[config.mk]
export PLATFORM = sky130hd
export DESIGN_NAME = pw_lockout_ctrl
export DESIGN_NICKNAME = d
export VERILOG_FILES = /design/src/rtl/pw_lockout_pkg.sv /design/src/rtl/lockout_counter.sv /design/src/rtl/lockout_flags.sv /design/src/rtl/pw_lockout_ctrl.sv
export SDC_FILE = /design/constraint.sdc
export NUM_CORES = 1
export LEC_CHECK = 0
export ABC_AREA = 1
export BUFFER_PORTS_ARGS = -buffer_cell sky130_fd_sc_hd__buf_4
export CAP_MARGIN = 30
export CORE_AREA = 2 2 39 41
export CTS_CLUSTER_DIAMETER = 80
export CTS_CLUSTER_SIZE = 14
export DETAILED_ROUTE_END_ITERATION = 16
export DIE_AREA = 0 0 41 43
export HOLD_SLACK_MARGIN = 0.06
export PLACE_DENSITY_LB_ADDON = 0.12
export SLEW_MARGIN = 20
export SYNTH_ARGS = -nofsm -noshare
export SYNTH_HDL_FRONTEND = slang
export SYNTH_SLANG_ARGS = --single-unit
[constraint.sdc]
create_clock -name clk -period 2.4 [get_ports clk]
set_input_delay 0.12 -clock clk [delete_from_list [all_inputs] [get_ports clk]]
set_output_delay 0.12 -clock clk [all_outputs]
set_load 0.01 [all_outputs]
[src/rtl/pw_lockout_pkg.sv]
package pw_lockout_pkg;

  typedef enum logic [1:0] {
    EV_NONE    = 2'd0,
    EV_HIT     = 2'd1,
    EV_MISS    = 2'd2,
    EV_RECOVER = 2'd3
  } lock_ev_e;

  function automatic int unsigned tries_width(input int unsigned max_tries);
    return $clog2(max_tries + 1);
  endfunction

  // Reset-device command outranks a good compare, which outranks a bad one.
  // While locked, compare results are not acted on at all.
  function automatic lock_ev_e classify(input logic miss, input logic hit,
                                        input logic recover, input logic lk);
    if (recover)  return EV_RECOVER;
    if (lk)       return EV_NONE;
    if (hit)      return EV_HIT;
    if (miss)     return EV_MISS;
    return EV_NONE;
  endfunction

endpackage

[src/rtl/lockout_counter.sv]
module lockout_counter #(
  parameter int unsigned MAX_TRIES = 8,
  parameter int unsigned CW        = 4
) (
  input  logic          clk,
  input  logic          rst_n,
  input  logic          step,
  input  logic          clear,
  output logic [CW-1:0] count,
  output logic          at_limit
);
  localparam logic [CW-1:0] LIMIT = CW'(MAX_TRIES);

  logic [CW-1:0] cnt_q;

  assign at_limit = (cnt_q == LIMIT);
  assign count    = cnt_q;

  always_ff @(posedge clk or negedge rst_n) begin
    if (!rst_n)                   cnt_q <= '0;
    else if (clear)               cnt_q <= '0;
    else if (step && !at_limit)   cnt_q <= cnt_q + 1'b1;
  end
endmodule

[src/rtl/lockout_flags.sv]
module lockout_flags (
  input  logic clk,
  input  logic rst_n,
  input  logic set_lock,
  input  logic release_lock,
  input  logic wipe_req,
  input  logic zero_req,
  input  logic grant_req,
  output logic locked,
  output logic clr_arrays,
  output logic zero_pw,
  output logic grant
);
  always_ff @(posedge clk or negedge rst_n) begin
    if (!rst_n) begin
      locked     <= 1'b0;
      clr_arrays <= 1'b0;
      zero_pw    <= 1'b0;
      grant      <= 1'b0;
    end else begin
      if (set_lock)          locked <= 1'b1;
      else if (release_lock) locked <= 1'b0;
      clr_arrays <= set_lock | wipe_req;
      zero_pw    <= zero_req;
      grant      <= grant_req;
    end
  end
endmodule

[src/rtl/pw_lockout_ctrl.sv]
module pw_lockout_ctrl
  import pw_lockout_pkg::*;
#(
  parameter int unsigned MAX_TRIES = 8,
  localparam int unsigned CW = tries_width(MAX_TRIES)
) (
  input  logic          clk,
  input  logic          rst_n,
  input  logic          pw_miss,
  input  logic          pw_hit,
  input  logic          rdev_ok,
  input  logic          rpw_ok,
  output logic [CW-1:0] tries,
  output logic          locked,
  output logic          clr_arrays,
  output logic          zero_pw,
  output logic          grant
);
  lock_ev_e ev;
  logic     at_limit;
  logic     ev_hit, ev_miss, ev_recover, ev_overflow, ev_count;

  assign ev          = classify(pw_miss, pw_hit, rdev_ok, locked);
  assign ev_hit      = (ev == EV_HIT);
  assign ev_miss     = (ev == EV_MISS);
  assign ev_recover  = (ev == EV_RECOVER);
  assign ev_overflow = ev_miss & at_limit;
  assign ev_count    = ev_miss & ~at_limit;

  lockout_counter #(.MAX_TRIES(MAX_TRIES), .CW(CW)) u_cnt (
    .clk      (clk),
    .rst_n    (rst_n),
    .step     (ev_count),
    .clear    (ev_hit | ev_recover),
    .count    (tries),
    .at_limit (at_limit)
  );

  lockout_flags u_flags (
    .clk          (clk),
    .rst_n        (rst_n),
    .set_lock     (ev_overflow),
    .release_lock (ev_recover),
    .wipe_req     (rpw_ok),
    .zero_req     (rpw_ok),
    .grant_req    (ev_hit),
    .locked       (locked),
    .clr_arrays   (clr_arrays),
    .zero_pw      (zero_pw),
    .grant        (grant)
  );
endmodule

After elaboration in Yosys (flattened, before gate mapping)

Index checks and enable logic that the tools add are counted.

$add $sub $neg: 1
Equal/unequal tests: 4
Mux-type cells: 22
Bitwise logic cells: 5
Reduce and logical (&&, ||, !) cells: 4

Operators by type and width:

| cell                  | count |
|---|---|
| $mux W2               | 8 |
| $mux W1               | 12 |
| $mux W4               | 2 |
| $add A4 B1 Y4 const B | 1 |
| $eq A2 B2 Y1 const B  | 2 |
| $eq A4 B4 Y1 const B  | 1 |
| $reduce_bool A2 Y1    | 2 |
| $and A1 B1 Y1         | 2 |
| $eq A2 B1 Y1 const B  | 1 |
| $or A1 B1 Y1          | 2 |
| $logic_and A1 B1 Y1   | 1 |
| $logic_not A1 Y1      | 1 |
| $not A1 Y1            | 1 |

Register bits after elaboration: 8
Word-level logic and storage cells: 41

Longest topological paths before layout

Gate-level depths: netlist of run 1.

Depth after elaboration: 16
Mapped depth: 7

Hierarchy

A second synthesis of run 1 with hierarchy kept.

Cell total of the unflattened synthesis: 49
Area, all modules: 399.1 sq um

By module, submodules not included:

| module          | times used | cells each | area each (sq um) | sequential area each (sq um) |
|---|---|---|---|---|
| lockout_counter | 1          | 29         | 229.0             | 100.1 |
| lockout_flags   | 1          | 9          | 121.4             | 100.1 |
| pw_lockout_ctrl | 1          | 11         | 48.8              | 0.0 |

Least setup slack after synthesis of run 1

OpenSTA, ideal clock, no wires.

Path kind: register to register
Start point: register u_cnt.cnt_q[0], in the netlist u_cnt.count[0]
End point: register u_cnt.cnt_q[0], in the netlist u_cnt.count[0]
Arrival time: 1.028 ns
Data required time: 2.282 ns
Setup slack: 1.254 ns
Stages on the path, launching flop included: 7
Cells stage by stage: dfrtp_1 -> inv_1 -> ha_1 -> nand3_1 -> nand3_1 -> nand3_1 -> nand2_1

Cells in the longest elaborated chain, start to end: 5
Elaborated cells on any way between the ends: 9

RTL lines:

| element                                                               | line                  | source |
|---|---|---|
| from (decl)                                                           | lockout_counter.sv:14 | `logic [CW-1:0] cnt_q;` |
| from (signal assigned)                                                | lockout_counter.sv:22 | `else if (step && !at_limit) cnt_q <= cnt_q + 1'b1;` |
| parallel branches: the longest is 5 deep, another holds $add A4 B1 Y4 | -                     |  |

Parallel ways; which one is timed is not known. The select of a mux whose other input is x is not followed.
A chain may end at the register's enable or synchronous reset.

Final worst setup path of run 1

Same ends and word-level chain as after synthesis.

==> results of run 1 <==
## what timing repair did
action / 4_1_cts / 5_1_grt
buffers inserted: 0 / 0
hold endpoints to repair: 10 / 0
hold buffers: 3 / 0
## worst max-delay path by stage
stage	start	to	slack (ps)	cells after the start
3_5_place_dp	u_cnt.count[0]	u_cnt.count[0]	1190	6
5_1_grt	u_cnt.count[0]	u_cnt.count[1]	1100	6
3_3_place_gp	u_cnt.count[0]	u_cnt.count[1]	1210	7
6_report	u_cnt.count[0]	u_cnt.count[0]	1170	6
2_1_floorplan	u_cnt.count[0]	u_cnt.count[0]	1250	6
4_1_cts	u_cnt.count[0]	u_cnt.count[0]	1180	6
## sequential cells by signal, summed over array words and instances (netlist names)
signal,flops
u_flags.locked,1
u_flags.clr_arrays,1
u_flags.grant,1
u_flags.zero_pw,1
u_cnt.count,4
## logic make-up after synthesis
family | Yosys count | share of synthesized area, %
xor+xnor | 1 | 2.209
flops | 8 | 50.47
compound gates | 1 | 1.261
buf+inv | 8 | 7.571
fa+ha+maj | 2 | 6.308
simple gates | 27 | 32.18
## power by group through the flow
stage	Sequential (W)	Clock [W]	Combinational, W
floorplan	0.000146	0	0.00000964
global placement	0.000144	0	0.0000294
detailed placement	0.000144	0	0.0000294
CTS	0.000142	0.000103	0.0000333
global route	0.000142	0.000117	0.0000365
finish	0.000142	0.000101	0.0000325
## cell usage in the layout, fill, tap and decap left out, drive strengths merged
cell         count
nand4            1
o21ai            1
nor3b            1
nand2           14
nor2             3
dlygate4sd3      3
dfrtp            8
buf             13
ha               2
nand3            8
xor2             1
clkbuf           3
inv              8
## worst register-to-register path, stage by stage, from the launching register on
cell and delay [ps]:
dfrtp_1 440, inv_1 80, ha_1 190, nand3_1 100
nand3_1 140, nand3_1 120, nand2_1 50
## stage by stage
stage	util, %	cell area [sq um]
6_report	40.96	566.8
5_1_grt	40.96	566.8
4_1_cts	40.96	566.8
3_5_place_dp	37.16	514.2
3_3_place_gp	37.16	514.2
2_1_floorplan	-	396.6
## metal layers
metal,vias up,global-route usage (%)
li1,187,-
met1,150,12.54
met2,9,16.88
met3,0,4.712
met4,0,8.000
met5,-,0
## area by class of cell
cell class              count  area [sq um]  share of cell area (%)
repair buffers             16         127.6                   22.52
flip-flops and latches      8         200.2                   35.32
clock buffers               3         22.52                   3.974
well taps                  16         20.02                   3.532
multi-input cells          31         166.4                   29.36
inverters                   8         30.03                   5.298
==> key figures, run 1 <==
Logic synthesis
  – Synth unique cells: 12
  – Syn_nets: 55
  – Yosys top cell by area: dfrtp_1
  – Synth Cell Area: 396.6 sq um
  – Cell count after synthesis: 47
  – Synth Flop Type: dfrtp_1
  – Post-synth EDFFs: 0
  – Yosys top cell area share: 50.47%
  – Syn_area_per_cell: 8.439 sq um
  – Synth warn: 0
  – Most frequent cells after synthesis: nand2_1 (14), dfrtp_1 (8), inv_1 (8), nand3_1 (8), ha_1 (2)
  – Most common cell in the netlist: nand2_1
  – Synth Register Bits: 8
  – Sequential area share after synthesis: 50.47%
  – Synth top area cells: dfrtp_1 (50%), nand2_1 (13%), nand3_1 (10%)
  – Async set-reset flop share out of synthesis: 100.0%

STA
  – Setup TNS Final: 0 ps
  – Worst-Margin Slew: 428.5 ps
  – Final WS setup: 1173 ps
  – Final hold vios: 0
  – Final min period: 1227 ps
  – RSZ-0062 raised after global routing: false
  – Worst slew margin: 71.13%
  – Max Slew Vio Count: 0
  – Setup Skew: 1.267 ps
  – Hold slack: 153.7 ps
  – Fin crit share: 51.14%
  – Fmax: 0.8147 GHz
  – Final Setup Violations: 0

Routing
  – Post-DR vias/cell: 4.220
  – Metal-1 WL: 360 um
  – Met3 wire len: 39 um
  – Pre-Repair DR Iteration Count: 2
  – Initial drt markers: 3
  – Final WL: 774 um
  – Vias after detailed routing: 346
  – Routed len/inst: 9.439 um
  – Highest metal used: met3
  – Met2 routed WL: 374 um
  – Post-route ant nets: 0
  – DRC Markers: 0

Hold path
  – HP Start: pw_hit
  – Min-Delay Endpoint: u_flags.grant
  – Worst hold path depth: 2
  – Hold Crit Class: in2reg

Critical path
  – Crit. End Element: register
  – Critical path required time: 2540 ps
  – Crit path kind: reg2reg
  – Most common cell on crit path: nand3_1
  – CP arrival: 1360 ps
  – Worst reg2reg setup slack: 1170 ps
  – Top delay family on crit path: flip-flops
  – Crit-path slowest cell: dfrtp_1
  – Largest stage delay on the critical path: 440 ps
  – Top fanout value on the critical path: 6
  – Worst r2r src: u_cnt.count[0]
  – Worst flop-to-flop path endpoint: u_cnt.count[0]
  – Crit start category: register
  – Critical path, cell by cell: inv_1, ha_1, nand3_1, nand3_1, nand3_1, nand2_1
  – CP Buf/Inv Count: 1
  – Reg2Reg Depth: 6

Clock tree
  – CTS tree: done
  – Post-cts resize count: 0
  – Root Buffer Master: clkbuf_4
  – Clock sink count: 8
  – CTS H-tree lvls: 1
  – Inserted Clock Buffers: 3
  – Bufs on Longest Clock Path: 2
  – Clk slew on worst S/H paths: 50 ps
  – Clk_lat worst skew: 250 ps

Global routing
  – GRT Total Usage: 11.44%
  – First-pass GRT wire length: 1.297 mm
  – Largest net degree at the start of global routing: 9
  – Initial antenna violation count: 0
  – Remaining Overflow, GRT: 0
  – Vias in the first global route: 331

Floorplanning
  – Num rows: 14
  – Die ar.: 0.001763 sq mm
  – Initial Util: 28.66%
  – Die Wd: 41 um
  – Core footprint: 0.001384 sq mm
  – Io pins: 14
  – Die Span Y: 43 um

Pwr
  – Comb pwr share: 11.8%
  – Clock share of power: 36.6%
  – Pwr Density: 484.7 mW/mm^2
  – Switching Share: 22.40%
  – Sequential power share: 51.6%
  – Internal power: 0.0002132 W
  – VDD IR max: 0.2936 mV
  – Psw: 0.00006154 W
  – P_leak: 0.3193 nW
  – Tot Pwr: 0.0002747 W

Placement
  – Port bufs: 13
  – Post-DP HPWL: 612.4 um
  – Dpl cells: 76
  – Setup WS pre-CTS: 1189 ps
  – Routability cong.: 0.6904

Cells and area
  – Layout cells sized above 1: 27.27%
  – Layout Nets: 76
  – Fillers: 145
  – Diodes inserted: 0
  – Layout area overhead: 42.90%
  – Non-filler cells, final: 82

Job
  – Max cap viols: 0

Status
  – Outcome: finished, final reports clean
No activity file was read; power rests on OpenSTA's default activity.
==> inputs of run 2 (changes only) <==
==> constraint.sdc (replaced) <==
create_clock -name clk -period 1.1 [get_ports clk]
set_input_delay 0.055 -clock clk [delete_from_list [all_inputs] [get_ports clk]]
set_output_delay 0.055 -clock clk [all_outputs]
set_load 0.01 [all_outputs]
==> run 2 against run 1 <==
  * Die area unchanged
  * Clock power increased by 120%
  * Flip-flop and latch count unchanged
  * Hold slack got worse by 65 ps
  * Via count increased by 6.6%
  * Combinational power increased to 2.8 times the previous value
  * Maximum frequency increased by 18%
  * Worst setup slack got worse by 1100 ps
  * Power increased by 130%
  * Clock-buffer cell count unchanged
  * Final area increased by 11%
  * Cell count increased by 3.7%
  * Critical path type unchanged
  * Highest routed layer is now met4
==> key figures, run 2 (synthesis results as in run 1) <==
Status
  – Outcome: finished, final reports clean

Cells and area
  – Final Cell Area: 631.9 sq um (+11%)
  – Most frequent cells in the layout: buf_4 (16), nand2_1 (14), nand3_1 (6), dfrtp_1 (6), inv_1 (5)
  – Layout cells sized above 1: 43.48% (+16 points)
  – Layout area overhead: 59.31%
  – Fillers: 134 (-7.6%)
  – Layout Nets: 79 (+3.9%)
  – Commonest non-fill, non-tap cell in the layout: buf_4
  – Largest register FFs: 4 (unchanged)
  – Diodes inserted: 0 (unchanged)

Critical path
  – Crit path kind: reg2reg
  – Top fanout value on the critical path: 4 (-2)
  – CP arrival: 1180 ps (-180 ps)
  – Critical path origin: u_cnt.count[1]
  – Worst r2r src: u_cnt.count[1]
  – Crit. End Element: register
  – Crit start category: register
  – Critical path required time: 1240 ps (-1300 ps)

Global routing
  – Initial antenna violation count: 0 (unchanged)
  – Vias in the first global route: 347 (+4.8%)
  – Largest net degree at the start of global routing: 9 (unchanged)
  – Met2 Use GR: 17.81% (+0.94 points)
  – Remaining Overflow, GRT: 0 (unchanged)
  – Routing usage on met1: 13.58% (+1.0 points)
  – Grt peak-use layer: met2
  – GRT Total Usage: 12.06% (+0.62 points)
  – Grt met3 use: 4.712% (unchanged)
  – First-pass GRT wire length: 1.373 mm (+5.9%)

STA
  – RSZ-0062 raised after global routing: true
  – Final min period: 1040 ps (-187.4 ps)
  – Worst slew margin: 79.62% (+8.5 points)
  – Fin crit share: 94.54% (+43 points)
  – Final Setup Violations: 0 (unchanged)
  – Final WS setup: 60.02 ps (-1113 ps)
  – Worst-Margin Slew: 303.7 ps (-124.8 ps)
  – Final hold vios: 0 (unchanged)
  – Fmax: 0.9616 GHz (+18%)
  – Setup Skew: 5.806 ps (+4.538 ps)
  – Max Slew Vio Count: 0 (unchanged)

Routing
  – Vias after detailed routing: 369 (+6.6%)
  – Pre-Repair DR Iteration Count: 4 (+2)
  – Post-route ant nets: 0 (unchanged)
  – Initial drt markers: 3 (unchanged)
  – Final WL: 826 um (+6.7%)
  – Routed len/inst: 9.718 um (+3.0%)
  – Post-DR vias/cell: 4.341 (+2.9%)
  – DRC Markers: 0 (unchanged)

Placement
  – Port bufs: 13 (unchanged)
  – Setup WS pre-CTS: -33.14 ps (-1222 ps)
  – Routability cong.: 0.6946 (+0.61%)
  – Post-DP HPWL: 609 um (-0.56%)
  – Placed instance area: 531.8 sq um (+3.4%)

Clock tree
  – Clock sink count: 8 (unchanged)
  – Bufs on Longest Clock Path: 2 (unchanged)
  – CTS tree: done
  – Clk slew on worst S/H paths: 60 ps (about the same)
  – Root Buffer Master: clkbuf_4
  – Clk_lat worst skew: 250 ps (about the same)
  – CTS H-tree lvls: 1 (unchanged)
  – Inserted Clock Buffers: 3 (unchanged)

Pwr
  – P_leak: 0.3333 nW (+4.4%)
  – VDD IR max: 0.5617 mV (+91%)
  – Pwr Density: 982.3 mW/mm^2 (+100%)

Floorplanning
  – Io pins: 14 (unchanged)
  – Core footprint: 0.001384 sq mm (unchanged)
  – Die Wd: 41 um (unchanged)
  – Die Span Y: 43 um (unchanged)
  – Die ar.: 0.001763 sq mm (unchanged)
  – Initial Util: 28.66% (unchanged)
  – Num rows: 14 (unchanged)

Hold path
  – HP Start: pw_hit
  – Hold Crit Class: in2reg

Job
  – Max cap viols: 0 (unchanged)
==> run 2: layer usage <==
metal / vias up / wire length [um]
li1: 193 / -
met1: 165 / 353
met2: 9 / 424
met3: 2 / 39
met4: 0 / 8
met5: - / 0
==> run 2: final timing paths <==
check                                 end  slack (ps)  cells after the start
min in group asynchronous  u_cnt.count[1]         160                      2
hold / removal              u_flags.grant          90                      2
setup / recovery           u_cnt.count[2]          60                      7
setup reg to reg           u_cnt.count[2]          60                      7
max in group asynchronous  u_cnt.count[0]         800                      2
hold reg to reg             u_flags.grant         540                      1
==> run 2: cell type report <==
cell class / count / area, sq um / share of cell area [%]
Multi-Input combinational cell: 31 / 203.9 / 32.28
Sequential cell: 8 / 202.7 / 32.08
Clock buffer: 3 / 22.52 / 3.564
Tap cell: 16 / 20.02 / 3.168
Inverter: 8 / 32.53 / 5.149
Timing Repair Buffer: 19 / 150.1 / 23.76
==> run 2: stage by stage <==
step	total power (W)	std cells	util, %	hold slack, ps	TNS, ps
floorplan	0.0003395	47	-	-240.6	0
global placement	0.0003836	78	38.43	-116.9	-89.27
detailed placement	0.0003835	78	38.43	-118.2	-131.8
CTS	0.0006231	84	43.13	81.45	0
global route	0.0006646	85	45.66	97.80	-13.11
finish	0.0006207	85	45.66	89.08	0
==> run 2: critical path: stages (launching register included) <==
cell and delay (ps):
dfrtp_2 420, inv_2 80, ha_4 140, nand3_4 70, inv_4 80, nor2_4 40, nand2_1 50, nand2_1 50
==> run 2: report_power, final <==
group | internal [W] | switching (W)
combinational | 0.0000489 | 0.0000414
sequential | 0.000304 | 0.00000497
clock | 0.000125 | 0.0000971
==> run 2: repair_timing <==
action | 4_1_cts | 5_1_grt
pin swaps | 1 | 1
hold endpoints to repair | 11 | 0
hold buffers | 3 | 0
resized for setup | 5 | 7
endpoints found under the setup margin | 6 | 6
setup buffers | 0 | 1
==> inputs of run 3 (changes only) <==
--- a/config.mk
+++ b/config.mk
@@ -18,4 +18,5 @@
 export SLEW_MARGIN = 20
 export SYNTH_ARGS = -nofsm -noshare
 export SYNTH_HDL_FRONTEND = slang
+export SYNTH_HIERARCHICAL = 1
 export SYNTH_SLANG_ARGS = --single-unit
==> run 3 against run 2 <==
  * The flow now finishes with violations (negative setup slack)
  * Register-to-register slack worse by 220 ps
  * Sequential share of layout area decreased by 3.8 points
  * Sequential power fell by 2%
  * Combinational power shrank 8.6%
  * Cell count up 14%
  * Die area is the same
  * Clock skew shrank 1.0 ps
  * Critical path type unchanged
  * Largest power group unchanged
==> key figures, run 3 <==
Global routing
  – First-pass GRT wire length: 1.504 mm (+9.5%)
  – Vias in the first global route: 363 (+4.6%)
  – Initial antenna violation count: 0 (unchanged)
  – Largest net degree at the start of global routing: 9 (unchanged)
  – Remaining Overflow, GRT: 0 (unchanged)
  – GRT Total Usage: 12.92% (+0.86 points)

Critical path
  – Top fanout value on the critical path: 5 (+1)
  – Critical path required time: 1240 ps (about the same)
  – Critical path origin: u_cnt/count[0]
  – Crit path kind: reg2reg
  – CP arrival: 1400 ps (+220 ps)
  – Worst r2r src: u_cnt/count[0]
  – Crit start category: register
  – Crit. End Element: register

Floorplanning
  – Initial Util: 28.84% (+0.18 points)
  – Num rows: 14 (unchanged)
  – Die Wd: 41 um (unchanged)
  – Die ar.: 0.001763 sq mm (unchanged)
  – Core footprint: 0.001384 sq mm (unchanged)
  – Io pins: 14 (unchanged)
  – Die Span Y: 43 um (unchanged)

Cells and area
  – Commonest non-fill, non-tap cell in the layout: buf_4
  – Multi-input gate area: 191.4 sq um (-6.1%)
  – Layout Nets: 91 (+15%)
  – Largest register FFs: 4 (unchanged)
  – Layout cells sized above 1: 48.15% (+4.7 points)
  – Diodes inserted: 0 (unchanged)
  – Layout area overhead: 77.12%
  – Seq. cell area: 200.2 sq um (-1.2%)
  – Non-filler cells, final: 97 (+14%)
  – Most frequent cells in the layout: buf_4 (26), nand2_1 (10), dfrtp_1 (8)
  – Fillers: 139 (+3.7%)

Routing
  – DRC Markers: 0 (unchanged)
  – Initial drt markers: 10 (+7)
  – Post-route ant nets: 0 (unchanged)
  – Pre-Repair DR Iteration Count: 3 (-1)
  – Routed len/inst: 9.773 um (+0.57%)
  – Final WL: 948 um (+15%)
  – Vias after detailed routing: 410 (+11%)
  – Post-DR vias/cell: 4.227 (-2.6%)

Logic synthesis
  – XOR/XNOR Fraction of Synth Area: 0% (-2.2 points)
  – Simple-gate share of the synthesized area: 29.78% (-2.4 points)
  – Sequential area share after synthesis: 50.16% (-0.32 points)
  – Most frequent cells after synthesis: inv_1 (10), nand2_1 (10), dfrtp_1 (8)
  – Synth Register Bits: 8 (unchanged)
  – Synth unique cells: 14 (+2)
  – Synth Flop Type: dfrtp_1
  – Synth Cell Area: 399.1 sq um (+0.63%)
  – Syn_area_per_cell: 8.146 sq um (-3.5%)
  – Synth Area in Compound Gates: 3.448% (+2.2 points)
  – Synth top area cells: dfrtp_1 (50%), inv_1 (9.4%), nand2_1 (9.4%)
  – Mux contribution to synthesized area: 0% (unchanged)
  – Largest family of logic cells by synthesized area: simple AND/OR/NAND/NOR gates
  – Cell count after synthesis: 49 (+4.3%)
  – Syn_nets: 57 (+3.6%)
  – Synth warn: 6 (+6)
  – Async set-reset flop share out of synthesis: 100.0% (unchanged)
  – Post-synth EDFFs: 0 (unchanged)
  – Post-synthesis adder-cell area fraction: 6.270% (-0.040 points)
  – Yosys top cell area share: 50.16% (-0.32 points)
  – Yosys top cell by area: dfrtp_1

STA
  – Fmax: 0.7926 GHz (-18%)
  – Final min period: 1262 ps (+221.7 ps)
  – Final hold vios: 0 (unchanged)
  – Final WS setup: -161.7 ps (-221.7 ps)
  – Hold slack: 149.1 ps (+60.03 ps)
  – Worst slew margin: 87.44% (+7.8 points)
  – Worst-Margin Slew: 188.3 ps (-115.4 ps)
  – Final Setup Violations: 6 (+6)
  – Setup Skew: 4.775 ps (-1.031 ps)
  – RSZ-0062 raised after global routing: true
  – Max Slew Vio Count: 0 (unchanged)
  – Fin crit share: 114.7% (+20 points)

Status
  – Failing checks: negative setup slack
  – Outcome: finished, violations left

Clock tree
  – CTS H-tree lvls: 1 (unchanged)
  – Clk_lat worst skew: 250 ps (about the same)
  – Inserted Clock Buffers: 3 (unchanged)
  – Bufs on Longest Clock Path: 2 (unchanged)
  – Clk slew on worst S/H paths: 60 ps (about the same)
  – CTS tree: done
  – Root Buffer Master: clkbuf_4
  – Clock sink count: 8 (unchanged)

Placement
  – Post-DP HPWL: 657.8 um (+8.0%)
  – Dpl cells: 86 (+10%)
  – Setup WS pre-CTS: -180.5 ps (-147.4 ps)
  – Routability cong.: 0.7288 (+4.9%)
  – Port bufs: 13 (unchanged)

Hold path
  – Hold Crit Class: in2async

Job
  – Max cap viols: 0 (unchanged)

Pwr
  – VDD IR max: 0.4874 mV (-13%)
  – Pwr Density: 876.0 mW/mm^2 (-11%)
  – P_leak: 0.3811 nW (+14%)
run 3: cell types whose count changed in the layout (fill, tap and decap cells not counted), moves of 2 or more:
cell,previous run,this run
nand2_1,14,10
dfrtp_1,6,8
nand4_1,1,3
inv_2,2,4
dfrtp_2,2,0
nand3_1,6,2
buf_4,16,26
nor2_1,0,4
run 3: worst max-delay path: stages, from the launching register on:
cell and delay (ps):
dfrtp_1 380, inv_2 80, ha_4 120, nand3b_1 110, inv_2 100, nor2_4 50
buf_4 130, a31oi_2 120, nor2_1 50
run 3: cells by family after synthesis:
kind of cell | Yosys count
flops | 8
compound gates | 2
simple gates | 26
buf+inv | 11
fa+ha+maj | 2
run 3: final timing paths:
kind / end / slack (ps) / cells past startpoint
setup / recovery: u_cnt/count[2] / -160 / 8
hold / removal: u_cnt/count[0] / 150 / 2
setup reg to reg: u_cnt/count[2] / -160 / 8
hold reg to reg: u_flags/grant / 560 / 2
max in group asynchronous: u_flags/clr_arrays / 820 / 2
min in group clk: u_cnt/count[3] / 240 / 5
run 3: per-layer routing:
metal  GRT usage [%]  part of all wire (%)  vias up
met5               0                     0        -
met4           8.000                     0        0
met3           3.141                   3.9        0
met2           16.56                    49        8
met1           18.63                    47      187
li1                -                     -      215
run 3: power breakdown:
group	leakage, nW	internal [W]	switching (W)
clock	0.0138	0.000125	0.000108
combinational	0.261	0.0000470	0.0000356
sequential	0.106	0.000301	0.00000201
total	0.381	0.000473	0.000146
run 3: final cells by class:
cell class,count,area share (%)
inverters,10,5.310
flip-flops and latches,8,28.32
clock buffers,3,3.186
multi-input cells,30,27.08
well taps,16,2.832
repair buffers,30,33.27
run 3: stage by stage:
step / power [W] / util (%) / setup TNS (ps) / area (sq um)
after floorplan: 0.0003333 / - / -1069 / 409.1
after global placement: 0.0003745 / 42.68 / -727.7 / 590.6
after detailed placement: 0.0003742 / 42.68 / -598.2 / 590.6
after CTS: 0.0006253 / 49.55 / -768.3 / 685.7
after global routing: 0.0006590 / 51.09 / -1449 / 706.9
final: 0.0006193 / 51.09 / -775.3 / 706.9
run 3: what timing repair did:
action	4_1_cts	5_1_grt
pin swaps	7	3
hold buffers	4	0
endpoints found under the hold margin	12	0
buffers inserted	2	2
gates resized for setup	6	1
setup endpoints to repair	6	6
